File: config.mk
export PLATFORM = sky130hd
export DESIGN_NAME = cec_frame_rx
export DESIGN_NICKNAME = d
export VERILOG_FILES = /design/src/rtl/cec_rx_pkg.sv /design/src/rtl/cec_rx_shifter.sv /design/src/rtl/cec_rx_addr_match.sv /design/src/rtl/cec_rx_status.sv /design/src/rtl/cec_frame_rx.sv
export SDC_FILE = /design/constraint.sdc
export NUM_CORES = 1
export LEC_CHECK = 0
export BUFFER_PORTS_ARGS = -buffer_cell sky130_fd_sc_hd__buf_2
export CAP_MARGIN = 10
export CORE_UTILIZATION = 40
export CTS_CLUSTER_DIAMETER = 30
export DETAILED_ROUTE_END_ITERATION = 8
export MAX_ROUTING_LAYER = met4
export PLACE_DENSITY_LB_ADDON = 0.3
export RECOVER_POWER = 25
export SLEW_MARGIN = 20
export SYNTH_ARGS = -nofsm -noshare
export SYNTH_HDL_FRONTEND = slang
export SYNTH_HIERARCHICAL = 1
export SYNTH_SLANG_ARGS = --single-unit
File: constraint.sdc
create_clock -name clk -period 2.1 [get_ports clk]
set_input_delay 0.42 -clock clk [delete_from_list [all_inputs] [get_ports clk]]
set_output_delay 0.42 -clock clk [all_outputs]
set_load 0.05 [all_outputs]
File: src/rtl/cec_rx_pkg.sv
package cec_rx_pkg;

    typedef enum logic [1:0] {
        ST_IDLE,
        ST_DATA,
        ST_EOM,
        ST_ACK
    } rx_state_t;

    typedef enum logic [1:0] {
        MD_NONE,
        MD_DIRECT,
        MD_BCAST,
        MD_LISTEN
    } frame_mode_t;

endpackage

File: src/rtl/cec_rx_shifter.sv
module cec_rx_shifter #(
    parameter int DATA_W = 8
) (
    input  logic              clk,
    input  logic              rst_n,
    input  logic              clr,
    input  logic              shift_en,
    input  logic              bit_in,
    output logic [DATA_W-1:0] byte_o,
    output logic [DATA_W-1:0] next_o,
    output logic              last_o
);
    localparam int CNT_W = $clog2(DATA_W + 1);

    logic [CNT_W-1:0] cnt_q;

    assign next_o = {byte_o[DATA_W-2:0], bit_in};
    assign last_o = (cnt_q == CNT_W'(DATA_W - 1));

    always_ff @(posedge clk or negedge rst_n) begin
        if (!rst_n) begin
            byte_o <= '0;
            cnt_q  <= '0;
        end else if (clr) begin
            byte_o <= '0;
            cnt_q  <= '0;
        end else if (shift_en && cnt_q != CNT_W'(DATA_W)) begin
            byte_o <= next_o;
            cnt_q  <= cnt_q + 1'b1;
        end
    end

    AST_CNT_BOUND: assert property (@(posedge clk) disable iff (!rst_n)
        cnt_q <= CNT_W'(DATA_W));

endmodule

File: src/rtl/cec_rx_addr_match.sv
module cec_rx_addr_match
    import cec_rx_pkg::*;
#(
    parameter int ADDR_W = 4
) (
    input  logic [2*ADDR_W-1:0]      hdr,
    input  logic [(1<<ADDR_W)-2:0]   mask,
    input  logic                     listen,
    output frame_mode_t              mode
);
    localparam int NUM_OWN = (1 << ADDR_W) - 1;

    logic [ADDR_W-1:0]  dest;
    logic [NUM_OWN-1:0] hit_vec;
    logic               hit;
    logic               bcast;

    assign dest  = hdr[ADDR_W-1:0];
    assign bcast = (dest == {ADDR_W{1'b1}});

    for (genvar g = 0; g < NUM_OWN; g++) begin : g_addr
        assign hit_vec[g] = mask[g] && (dest == ADDR_W'(g));
    end

    assign hit = |hit_vec;

    always_comb begin
        if (bcast)       mode = MD_BCAST;
        else if (hit)    mode = MD_DIRECT;
        else if (listen) mode = MD_LISTEN;
        else             mode = MD_NONE;
    end

    always_comb begin
        AST_ONE_HIT: assert ($onehot0(hit_vec));
    end

endmodule

File: src/rtl/cec_rx_status.sv
module cec_rx_status #(
    parameter int DATA_W = 8
) (
    input  logic              clk,
    input  logic              rst_n,
    input  logic              deliver,
    input  logic              deliver_eom,
    input  logic [DATA_W-1:0] byte_in,
    input  logic              ovr_set,
    input  logic              ackerr_set,
    input  logic [3:0]        clr,
    output logic [DATA_W-1:0] data_o,
    output logic              byte_f,
    output logic              end_f,
    output logic              ovr_f,
    output logic              ackerr_f
);
    always_ff @(posedge clk or negedge rst_n) begin
        if (!rst_n) begin
            data_o   <= '0;
            byte_f   <= 1'b0;
            end_f    <= 1'b0;
            ovr_f    <= 1'b0;
            ackerr_f <= 1'b0;
        end else begin
            if (deliver) data_o <= byte_in;
            byte_f   <= (byte_f   & ~clr[0]) | deliver;
            end_f    <= (end_f    & ~clr[1]) | (deliver & deliver_eom);
            ovr_f    <= (ovr_f    & ~clr[2]) | ovr_set;
            ackerr_f <= (ackerr_f & ~clr[3]) | ackerr_set;
        end
    end

    AST_OVR_KEEPS_DATA: assert property (@(posedge clk) disable iff (!rst_n)
        $rose(ovr_f) |-> $stable(data_o));
    AST_BYTE_STICKY: assert property (@(posedge clk) disable iff (!rst_n)
        (byte_f && !clr[0]) |=> byte_f);

endmodule

File: src/rtl/cec_frame_rx.sv
module cec_frame_rx
    import cec_rx_pkg::*;
#(
    parameter int ADDR_W = 4
) (
    input  logic                        clk,
    input  logic                        rst_n,
    input  logic                        enable,
    input  logic                        start_det,
    input  logic                        bit_valid,
    input  logic                        bit_val,
    input  logic [(1<<ADDR_W)-2:0]      own_mask,
    input  logic                        listen,
    input  logic [3:0]                  flag_clr,
    output logic                        ack_drive,
    output logic [2*ADDR_W-1:0]         rx_data,
    output logic                        rx_byte,
    output logic                        rx_end,
    output logic                        rx_ovr,
    output logic                        rx_ackerr
);
    localparam int DATA_W = 2 * ADDR_W;

    rx_state_t   state_q, state_d;
    frame_mode_t mode_q, mode_d, match_mode;
    logic hdr_q, hdr_d;
    logic eom_q, eom_d;
    logic drive_q, drive_d;
    logic stop_q, stop_d;

    logic              shift_clr, shift_en, shift_last;
    logic [DATA_W-1:0] shift_byte, shift_next;
    logic              deliver, ovr_set, ackerr_set;

    cec_rx_shifter #(.DATA_W(DATA_W)) u_shift (
        .clk      (clk),
        .rst_n    (rst_n),
        .clr      (shift_clr),
        .shift_en (shift_en),
        .bit_in   (bit_val),
        .byte_o   (shift_byte),
        .next_o   (shift_next),
        .last_o   (shift_last)
    );

    cec_rx_addr_match #(.ADDR_W(ADDR_W)) u_match (
        .hdr    (shift_next),
        .mask   (own_mask),
        .listen (listen),
        .mode   (match_mode)
    );

    cec_rx_status #(.DATA_W(DATA_W)) u_stat (
        .clk         (clk),
        .rst_n       (rst_n),
        .deliver     (deliver),
        .deliver_eom (bit_val),
        .byte_in     (shift_byte),
        .ovr_set     (ovr_set),
        .ackerr_set  (ackerr_set),
        .clr         (flag_clr),
        .data_o      (rx_data),
        .byte_f      (rx_byte),
        .end_f       (rx_end),
        .ovr_f       (rx_ovr),
        .ackerr_f    (rx_ackerr)
    );

    // next-state and control
    always_comb begin
        state_d    = state_q;
        mode_d     = mode_q;
        hdr_d      = hdr_q;
        eom_d      = eom_q;
        drive_d    = drive_q;
        stop_d     = stop_q;
        shift_clr  = !enable;
        shift_en   = 1'b0;
        deliver    = 1'b0;
        ovr_set    = 1'b0;
        ackerr_set = 1'b0;
        if (!enable) begin
            state_d = ST_IDLE;
            mode_d  = MD_NONE;
            drive_d = 1'b0;
            stop_d  = 1'b0;
        end else if (start_det) begin
            state_d   = ST_DATA;
            mode_d    = MD_NONE;
            hdr_d     = 1'b1;
            eom_d     = 1'b0;
            drive_d   = 1'b0;
            stop_d    = 1'b0;
            shift_clr = 1'b1;
        end else if (bit_valid) begin
            unique case (state_q)
                ST_IDLE: begin
                end
                ST_DATA: begin
                    shift_en = 1'b1;
                    if (shift_last) begin
                        if (hdr_q) begin
                            mode_d  = match_mode;
                            state_d = (match_mode == MD_NONE) ? ST_IDLE : ST_EOM;
                        end else begin
                            state_d = ST_EOM;
                        end
                    end
                end
                ST_EOM: begin
                    eom_d   = bit_val;
                    state_d = ST_ACK;
                    if (rx_byte && !flag_clr[0]) begin
                        ovr_set = 1'b1;
                        stop_d  = 1'b1;
                        drive_d = (mode_q == MD_BCAST);
                    end else begin
                        deliver = 1'b1;
                        drive_d = (mode_q == MD_DIRECT);
                    end
                end
                ST_ACK: begin
                    hdr_d     = 1'b0;
                    drive_d   = 1'b0;
                    shift_clr = 1'b1;
                    if (!stop_q && ((mode_q == MD_LISTEN && bit_val) ||
                                    (mode_q == MD_BCAST && !bit_val))) begin
                        ackerr_set = 1'b1;
                        state_d    = ST_IDLE;
                    end else if (stop_q || eom_q) begin
                        state_d = ST_IDLE;
                    end else begin
                        state_d = ST_DATA;
                    end
                end
            endcase
        end
    end

    // state register
    always_ff @(posedge clk or negedge rst_n) begin
        if (!rst_n) begin
            state_q <= ST_IDLE;
            mode_q  <= MD_NONE;
            hdr_q   <= 1'b0;
            eom_q   <= 1'b0;
            drive_q <= 1'b0;
            stop_q  <= 1'b0;
        end else begin
            state_q <= state_d;
            mode_q  <= mode_d;
            hdr_q   <= hdr_d;
            eom_q   <= eom_d;
            drive_q <= drive_d;
            stop_q  <= stop_d;
        end
    end

    // outputs
    always_comb begin
        ack_drive = enable && drive_q && (state_q == ST_ACK);
    end

    AST_END_WITH_BYTE: assert property (@(posedge clk) disable iff (!rst_n)
        $rose(rx_end) |-> rx_byte);
    AST_NO_ACK_LISTEN: assert property (@(posedge clk) disable iff (!rst_n)
        (mode_q == MD_LISTEN) |-> !ack_drive);
    AST_DISABLE_IDLE: assert property (@(posedge clk) disable iff (!rst_n)
        !enable |=> (state_q == ST_IDLE && !ack_drive));
    AST_ACK_ONE_SLOT: assert property (@(posedge clk) disable iff (!rst_n)
        (ack_drive && bit_valid && !start_det) |=> !ack_drive);

endmodule

Word level (Yosys, flattened, before mapping)
Cells that the tools add are included.
{ "totals": {"ff_bits": 32, "out_inout_bits": 13, "elab_cells": 161} }
{ "classes": {"n_addsub": 1, "eq_ne": 32, "n_mux": 61, "n_bitwise": 13, "reduce_logical": 41} }
{ "op_table": {"columns": ["operator", "n"], "rows": [
  ["$mux 1", 40],
  ["$eq 4x4->1 const B", 8],
  ["$mux 2", 15],
  ["$logic_and 1x1->1", 22],
  ["$eq 4x3->1 const B", 5],
  ["$ne 3x1->1 const B", 6],
  ["$mux 8", 2],
  ["$reduce_or 15->1", 1],
  ["$reduce_and 3->1", 4],
  ["$eq 2x2->1 const B", 4],
  ["$eq 4x2->1 const B", 2],
  ["$mux 4", 2],
  ["$ne 4x4->1 const B", 2],
  ["$reduce_bool 2->1", 4],
  ["$pmux 2 s3", 1],
  ["$and 1x1->1", 5],
  ["$ne 5x1->1 const B", 1],
  ["$add 4x1->4 const B", 1],
  ["$eq 2x1->1 const B", 2],
  ["$eq 4x1->1 const B", 1],
  ["$logic_not 1->1", 4],
  ["$logic_not 4->1", 1],
  ["$ne 4x1->1 const B", 1],
  ["$not 1->1", 4],
  ["other kinds (6)", 10]
]} }

Depth between registers and ports, before layout
Gate-level depths: netlist of run 1.
{ "logic_depth": {"depth_word": 13, "mapped_depth": 9, "depth_no_buf": 7} }

By module
Netlist of run 1, hierarchy kept.
{ "modules_own_cells": {"columns": ["mod", "n_inst", "cells_per_inst", "area_per_inst_um2", "seq_area_each_um2"], "rows": [
  ["cec_rx_shifter", 1, 60, 648.1, 300.3],
  ["cec_frame_rx", 1, 59, 564.3, 200.2],
  ["cec_rx_status", 1, 30, 479.2, 300.3],
  ["cec_rx_addr_match", 1, 17, 175.2, 0.0]
]} }

Worst setup path after synthesis of run 1
Ideal clock, no wire load.
{ "synth_path": {"path_kind": "input port to flip-flop", "startpoint": "input bit_val", "endpoint": "register state_q[1]", "setup_time_ns": 0.077, "arrival_time_ns": 2.050, "t_required_ns": 2.023, "setup_slack_ns": -0.028, "path_stages": 9, "n_path_buf": 2, "path_cell_list": "buf_4 buf_6 mux4_1 mux2i_1 nor2_1 o31ai_1 nor2_1 a211o_1 a21oi_1"} }
{ "synth_between": {"elab_chain_cells": 13, "word_cells_on_any_way": 42} }
{ "synth_lines": {"columns": ["item", "line", "text"], "rows": [
  ["start: declaration", "cec_frame_rx.sv:11", "input logic bit_val,"],
  ["$eq 4x1->1, or another cell as far along", "cec_rx_addr_match.sv:22", "assign hit_vec[g] = mask[g] && (dest == ADDR_W'(g));"],
  ["$logic_and 1x1->1", "cec_rx_addr_match.sv:22", null],
  ["$reduce_or 15->1", "cec_rx_addr_match.sv:25", "assign hit = |hit_vec;"],
  ["$mux 2", "cec_rx_addr_match.sv:29", "else if (hit) mode = MD_DIRECT;"],
  ["$mux 2 *", "cec_rx_addr_match.sv:28", "if (bcast) mode = MD_BCAST;"],
  ["net match_mode[1]", "cec_frame_rx.sv:25", "frame_mode_t mode_q, mode_d, match_mode;"],
  ["$logic_not 2->1 *", "cec_frame_rx.sv:104", "state_d = (match_mode == MD_NONE) ? ST_IDLE : ST_EOM;"],
  ["$mux 2 *", "cec_frame_rx.sv:104", null],
  ["$mux 2 *", "cec_frame_rx.sv:102", "if (hdr_q) begin"],
  ["$mux 2 *", "cec_frame_rx.sv:101", "if (shift_last) begin"],
  ["$pmux 2 s3 *", "cec_frame_rx.sv:96", "unique case (state_q)"],
  ["$mux 2 *", "cec_frame_rx.sv:95", "end else if (bit_valid) begin"],
  ["$mux 2 *", "cec_frame_rx.sv:87", "end else if (start_det) begin"],
  ["$mux 2 *", "cec_frame_rx.sv:82", "if (!enable) begin"],
  ["end signal: assignment", "cec_frame_rx.sv:150", "state_q <= state_d;"],
  ["end: declaration", "cec_frame_rx.sv:24", "rx_state_t state_q, state_d;"]
]} }
The timed path passes the listed nets; every way through them passes the cells marked *. The select of a mux whose other input is x is not followed.
A chain may end at the register's enable or synchronous reset.

Worst setup path after layout of run 1
Ends and elaborated chain as after synthesis.

==> metrics.md, run 1 <==
| Metric | Value |
|---|---|
| Status | finished, violations left |
| Failing checks | capacitance limit, slew limit |
| Crit-path cells | buf_2, mux4_2, mux2i_1, nor2_1, o31ai_2, nor2_1, a211o_1, a21oi_1 |
| Placed cell areas | between 2000 and 2500 um2 |
| Yosys warns | 6 |
| Clock tree buffer depth | 2 |
| CTS Buf Count | 5 |
| Worst hold slack | 0.302 ns |
| Placed cells | 249 |
| Critical path type | primary input to register |
| CTS tree | built |
| HPWL Detailed | roughly 2.6 mm |
| DRT Pass-1 Iters | 4 |
| I/O pin count | 39 |
| Fin Setup TNS | 0 ns |
| Hold_sp | flag_clr[1] |
| Rel. slew slack | -0.118 |
| Vias | 1314 |
| Synth Net Count | 190 |
| Drt total wl | 3.58 mm |
| CP endpoint kind | register |
| Final Worst Setup Slack | 0.126 ns |
| Worst-Skew Late Latency | 0.29 ns |
| Pleak | 1.04 nW |
| Layout cells sized above 1 | 0.385 |
| Total GRT Usage | 0.169 |
| ANT cells | 0 |
| Layout Utilization | 0.496 |
| Post-Syn Instances | 162 |
| Cell Rows | 24 |
| Worst min path class | primary input to register |
| Worst-path maximum fanout | 7 |
| Area growth syn-to-layout | 18.3% |
| Worst EP arrival | 2.18 ns |
| Max VDD drop | 0.275 mV |
| Final setup viols | 0 |
| Die area | 4870 um2 |
| Post-route cell area | around 2200 um2 |
| Clock slew at reported path FFs | 0.07 ns |
| WP data required | 2.31 ns |
| Most common cell on crit path | nor2_1 |
| Worst slack at placement | -0.147 ns |
| Largest net degree at the start of global routing | 33 |
| Antenna Nets Post-Route | 0 |
| CP max stage delay | about 0.51 ns |
| Die Ht | 69.8 um |
| First-pass GRT wire length | 6.24 mm |
| CP Launch Type | primary input |
| R2R Setup Slk | 0.18 ns |
| Final hold vios | 0 |
| I/O Buffers | 38 |
| Maximum clock rate | between 500 and 600 MHz |
| Final Cycle Share | 0.940 |
| Die X | 69.8 um |
| Synth Cell Area | about 1800 um2 |
| Fin nets | 232 |
| Total Power | 1.31 mW |
| Number of global-route vias before repair | about 1300 |
| PwrDens | 603 nW/um2 |
| Clock Skew | 0.00620 ns |
| FF-to-FF path depth | 7 |
| Worst-Margin Slew | roughly 1.7 ns |
| Critical path's slowest cell | mux4_2 |
| Drt drc | 0 |
| Final std cells w/o fill | 257 |
| Hold EP | u_stat/end_f$_DFF_PN0_ |
| DR iter-0 viols | 50 |
| Max-cap viol count | 1 |
| Crit path time final | 1.97 ns |
| Clock sinks | 32 |
| Via density | a little over 5 |
| R2R Path End | state_q[1]$_DFFE_PN0P_ |
| Initial Util | 0.419 |
| Setup bufs post-CTS | 0 |
| Synthesized area per cell | 11.3 um2 |
| Antenna violations before repair | 0 |
| H-tree depth | 2 |
| Gr ovfl total | 0 |
| Core area | between 4000 and 5000 um2 |
| CTS root buffer | clkbuf_8 |
| R2r startpoint | u_shift/byte_o[1]$_DFFE_PN0P_ |
| Gpl congestion | ~0.8 |
| Hold path depth | 2 |
| Fin. max-slew vios | 33 |
| Routed WL per cell | roughly 14 um |
## cells in the final DEF (no fill, tap or decap), types with 2 or more instances in the layout
master / instances
buf_2: 37
dfrtp_1: 31
nand2_1: 12
nand2b_1: 12
mux2i_1: 11
mux2_4: 9
nor2_1: 8
inv_1: 8
buf_4: 8
nand4_1: 6
a21oi_1: 5
o21ai_0: 5
clkbuf_8: 5
nor2b_1: 2
and3_2: 2
nand3_1: 2
o311ai_0: 2
mux4_2: 2
and2b_2: 2
a211oi_1: 2
ha_1: 2
a21o_1: 2
## layout make-up
| type | count | area [um2] |
|---|---|---|
| clock buffer | 5 | 68.8 |
| clock inverter | 3 | 42.5 |
| fill | 408 | 2210 |
| inverter | 8 | 30.0 |
| multi-input combinational | 110 | 896 |
| sequential | 32 | 802 |
| tap | 52 | 65.1 |
| timing repair buffer | 47 | 269 |
## timing repair
item | 4_1_cts | 5_1_grt
hold endpoints to repair | 0 | 0
endpoints found under the setup margin | 0 | 1
hold buffers | 0 | 0
gates resized for setup | 0 | 2
## per-layer routing
metal	vias to the layer above	track usage	part of all wire
met2	27	0.245	0.44
met1	626	0.226	0.50
met3	6	0.0509	0.047
met5	-	-	0
met4	0	0.0556	0.013
li1	655	-	-
## registers in the layout, indices dropped and copies added (netlist names)
signal / cells
stop_q: 1
u_stat/end_f: 1
u_stat/byte_f: 1
eom_q: 1
u_stat/ovr_f: 1
state_q: 2
u_stat/ackerr_f: 1
u_shift/byte_o: 8
hdr_q: 1
drive_q: 1
u_shift/cnt_q: 4
u_stat/data_o: 8
mode_q: 2
## report_power, final
group / switching (mW) / internal [mW] / total, mW / leakage (nW)
clock network: 0.238 / 0.351 / 0.589 / 0.0541
registers: 0.00109 / 0.618 / 0.619 / 0.439
logic: 0.0536 / 0.0486 / 0.102 / 0.546
total: 0.292 / 1.02 / 1.31 / 1.04
## worst max path at each step
stage                             startpoint                endpoint  slack, ns  depth (start not counted)
2_1_floorplan                        bit_val  state_q[1]$_DFFE_PN0P_      0.004                          9
3_3_place_gp                         bit_val  state_q[1]$_DFFE_PN0P_      -0.10                          8
3_5_place_dp                         bit_val  state_q[1]$_DFFE_PN0P_      -0.15                          8
4_1_cts        u_shift/byte_o[1]$_DFFE_PN0P_  state_q[1]$_DFFE_PN0P_       0.08                          7
5_1_grt                              bit_val  state_q[1]$_DFFE_PN0P_      -0.01                          8
6_report                             bit_val  state_q[1]$_DFFE_PN0P_       0.13                          8
## worst max-delay path: cells and delay by family
family / cells / cell delay, ns
AND/OR/NAND/NOR: 2 / 0.18
buffers and inverters: 1 / 0.17
multiplexers: 2 / 0.68
AO/OA/AOI/OAI: 3 / 0.71
Power figures use the tool's default switching activity.
==> run 2: changes to the inputs <==
--- a/config.mk
+++ b/config.mk
@@ -11,7 +11,6 @@
 export CTS_CLUSTER_DIAMETER = 30
 export DETAILED_ROUTE_END_ITERATION = 8
 export MAX_ROUTING_LAYER = met4
-export PLACE_DENSITY_LB_ADDON = 0.3
 export RECOVER_POWER = 25
 export SLEW_MARGIN = 20
 export SYNTH_ARGS = -nofsm -noshare
==> metrics.md, run 2 (synthesis gave the netlist of run 1 again) <==
| Metric | Value |
|---|---|
| Crit path time final | 1.90 ns |
| Number of global-route vias before repair | 1424 |
| Area growth syn-to-layout | 18.3% |
| Total Power | 1.30 mW |
| Most common cell after layout, fill and taps aside | buf_2 |
| CP Launch Type | primary input |
| Hold EP | u_stat/end_f$_DFF_PN0_ |
| CP max stage delay | between 0.5 and 0.6 ns |
| Gr ovfl total | 0 |
| DR iter-0 viols | 66 |
| Critical path's slowest cell | mux4_2 |
| Fin nets | ~230 |
| Core area | approximately 4400 um2 |
| Failing checks | capacitance limit, slew limit |
| Hold path depth | 2 |
| Maximum clock rate | 526 MHz |
| First-pass GRT wire length | a little under 7 mm |
| Rel. slew slack | -0.163 |
| Vias | 1356 |
| Crit-path cells | buf_2, mux4_2, mux2i_1, nor2_1, o31ai_2, nor2_1, a211o_1, a21oi_1 |
| Commonest cells after routing, fill and taps aside | buf_2, dfrtp_1, nand2_1, nand2b_1, mux2i_1 |
| Clock slew at reported path FFs | 0.07 ns |
| CTS tree | built |
| DRT Pass-1 Iters | 4 |
| Area of the multi-input gates | approximately 900 um2 |
| Drt total wl | 3.91 mm |
| RSZ-0062 raised after global routing | false |
| Max VDD drop | 0.265 mV |
| Worst EP arrival | 2.12 ns |
| Antenna Nets Post-Route | 0 |
| R2R Path End | state_q[1]$_DFFE_PN0P_ |
| Final Cycle Share | 0.905 |
| Routed WL per cell | 15.3 um |
| HPWL Detailed | 2.79 mm |
| Cell family with most CP delay | multiplexers |
| Worst-path maximum fanout | 5 |
| CTS Buf Count | 5 |
| Die area | 4870 um2 |
| Status | finished, violations left |
| Critical path type | primary input to register |
| Drt drc | 0 |
| Die X | approximately 70 um |
| Hold_sp | flag_clr[1] |
| WP data required | 2.32 ns |
| Total GRT Usage | 0.181 |
| Most common cell on crit path | nor2_1 |
| Biggest regs | u_shift/byte_o: 8 flops, u_stat/data_o: 8 flops, u_shift/cnt_q: 4 flops |
| FF-to-FF path depth | 7 |
| Fill count | 412 |
| Worst-Skew Late Latency | 0.28 ns |
| Clock Skew | 0.00890 ns |
| Fin. max-slew vios | 33 |
| Setup bufs post-CTS | 0 |
| PwrDens | 599 nW/um2 |
| Cell Rows | 24 |
| Max-cap viol count | 1 |
| Die Ht | between 60 and 70 um |
| Final setup viols | 0 |
| Layout cells sized above 1 | 0.373 |
| Final hold vios | 0 |
| Worst-Margin Slew | 1.74 ns |
| Layout Utilization | 0.496 |
| Antenna violations before repair | 0 |
| Gpl congestion | 0.899 |
| I/O Buffers | 38 |
| R2r startpoint | u_shift/byte_o[1]$_DFFE_PN0P_ |
| Pleak | 1.04 nW |
| Initial Util | 0.419 |
| Via density | 5.30 |
| Buf+Inv Stages, Crit Path | 1 |
| Clock sinks | 32 |
| CP endpoint kind | register |
| Register area | between 800 and 900 um2 |
| Worst min path class | primary input to register |
| CTS root buffer | clkbuf_8 |
| H-tree depth | 2 |
| Clock tree buffer depth | 2 |
| Largest net degree at the start of global routing | 33 |
| R2R Setup Slk | 0.27 ns |
| ANT cells | 0 |
| I/O pin count | 39 |
run 2: cell count changes in the layout (fill, tap and decap cells not counted), sizes merged:
cell	previous run	this run
clkbuf	6	7
clkinvlp	1	0
buf	46	45
run 2: repair_timing:
item	in CTS	in global routing
setup endpoints to repair	0	1
hold buffers	0	0
gates resized for setup	0	1
run 2: area by class of cell:
type	count	area share
Timing Repair Buffer	46	0.126
Tap cell	52	0.0299
Clock inverter	2	0.0161
Clock buffer	6	0.0334
Multi-Input combinational cell	110	0.412
Sequential cell	32	0.368
Inverter	8	0.0138
run 2: through the flow:
step	setup TNS, ns	worst slack (ns)	instance area, um2	instances	hold slack [ns]
floorplan	0	0.00363	1830	162	0.124
global placement	-0.0870	-0.0870	2060	248	0.454
detailed placement	-0.161	-0.161	2060	248	0.462
CTS	0	0.149	2170	256	0.210
global route	0	0.0167	2170	256	0.339
finish	0	0.200	2170	256	0.334
run 2: report_power, final:
group          leakage [nW]  internal [mW]  total, mW  switching (mW)
sequential            0.441          0.618      0.619         0.00114
combinational         0.544         0.0488      0.104          0.0557
clock                0.0552          0.352      0.578           0.226
run 2: per-layer routing:
metal	routed length [um]	vias to the layer above	global-route usage
met1	1780	662	0.219
met4	42	0	0.0533
li1	-	650	-
met3	196	7	0.0538
met2	1890	37	0.293
met5	0	-	-
run 2: worst max path at each step:
stage | startpoint | endpoint | cells after the start
2_1_floorplan | bit_val | state_q[1]$_DFFE_PN0P_ | 9
3_3_place_gp | bit_val | state_q[1]$_DFFE_PN0P_ | 8
3_5_place_dp | bit_val | state_q[1]$_DFFE_PN0P_ | 8
4_1_cts | bit_val | state_q[1]$_DFFE_PN0P_ | 8
5_1_grt | bit_val | state_q[1]$_DFFE_PN0P_ | 8
6_report | bit_val | state_q[1]$_DFFE_PN0P_ | 8
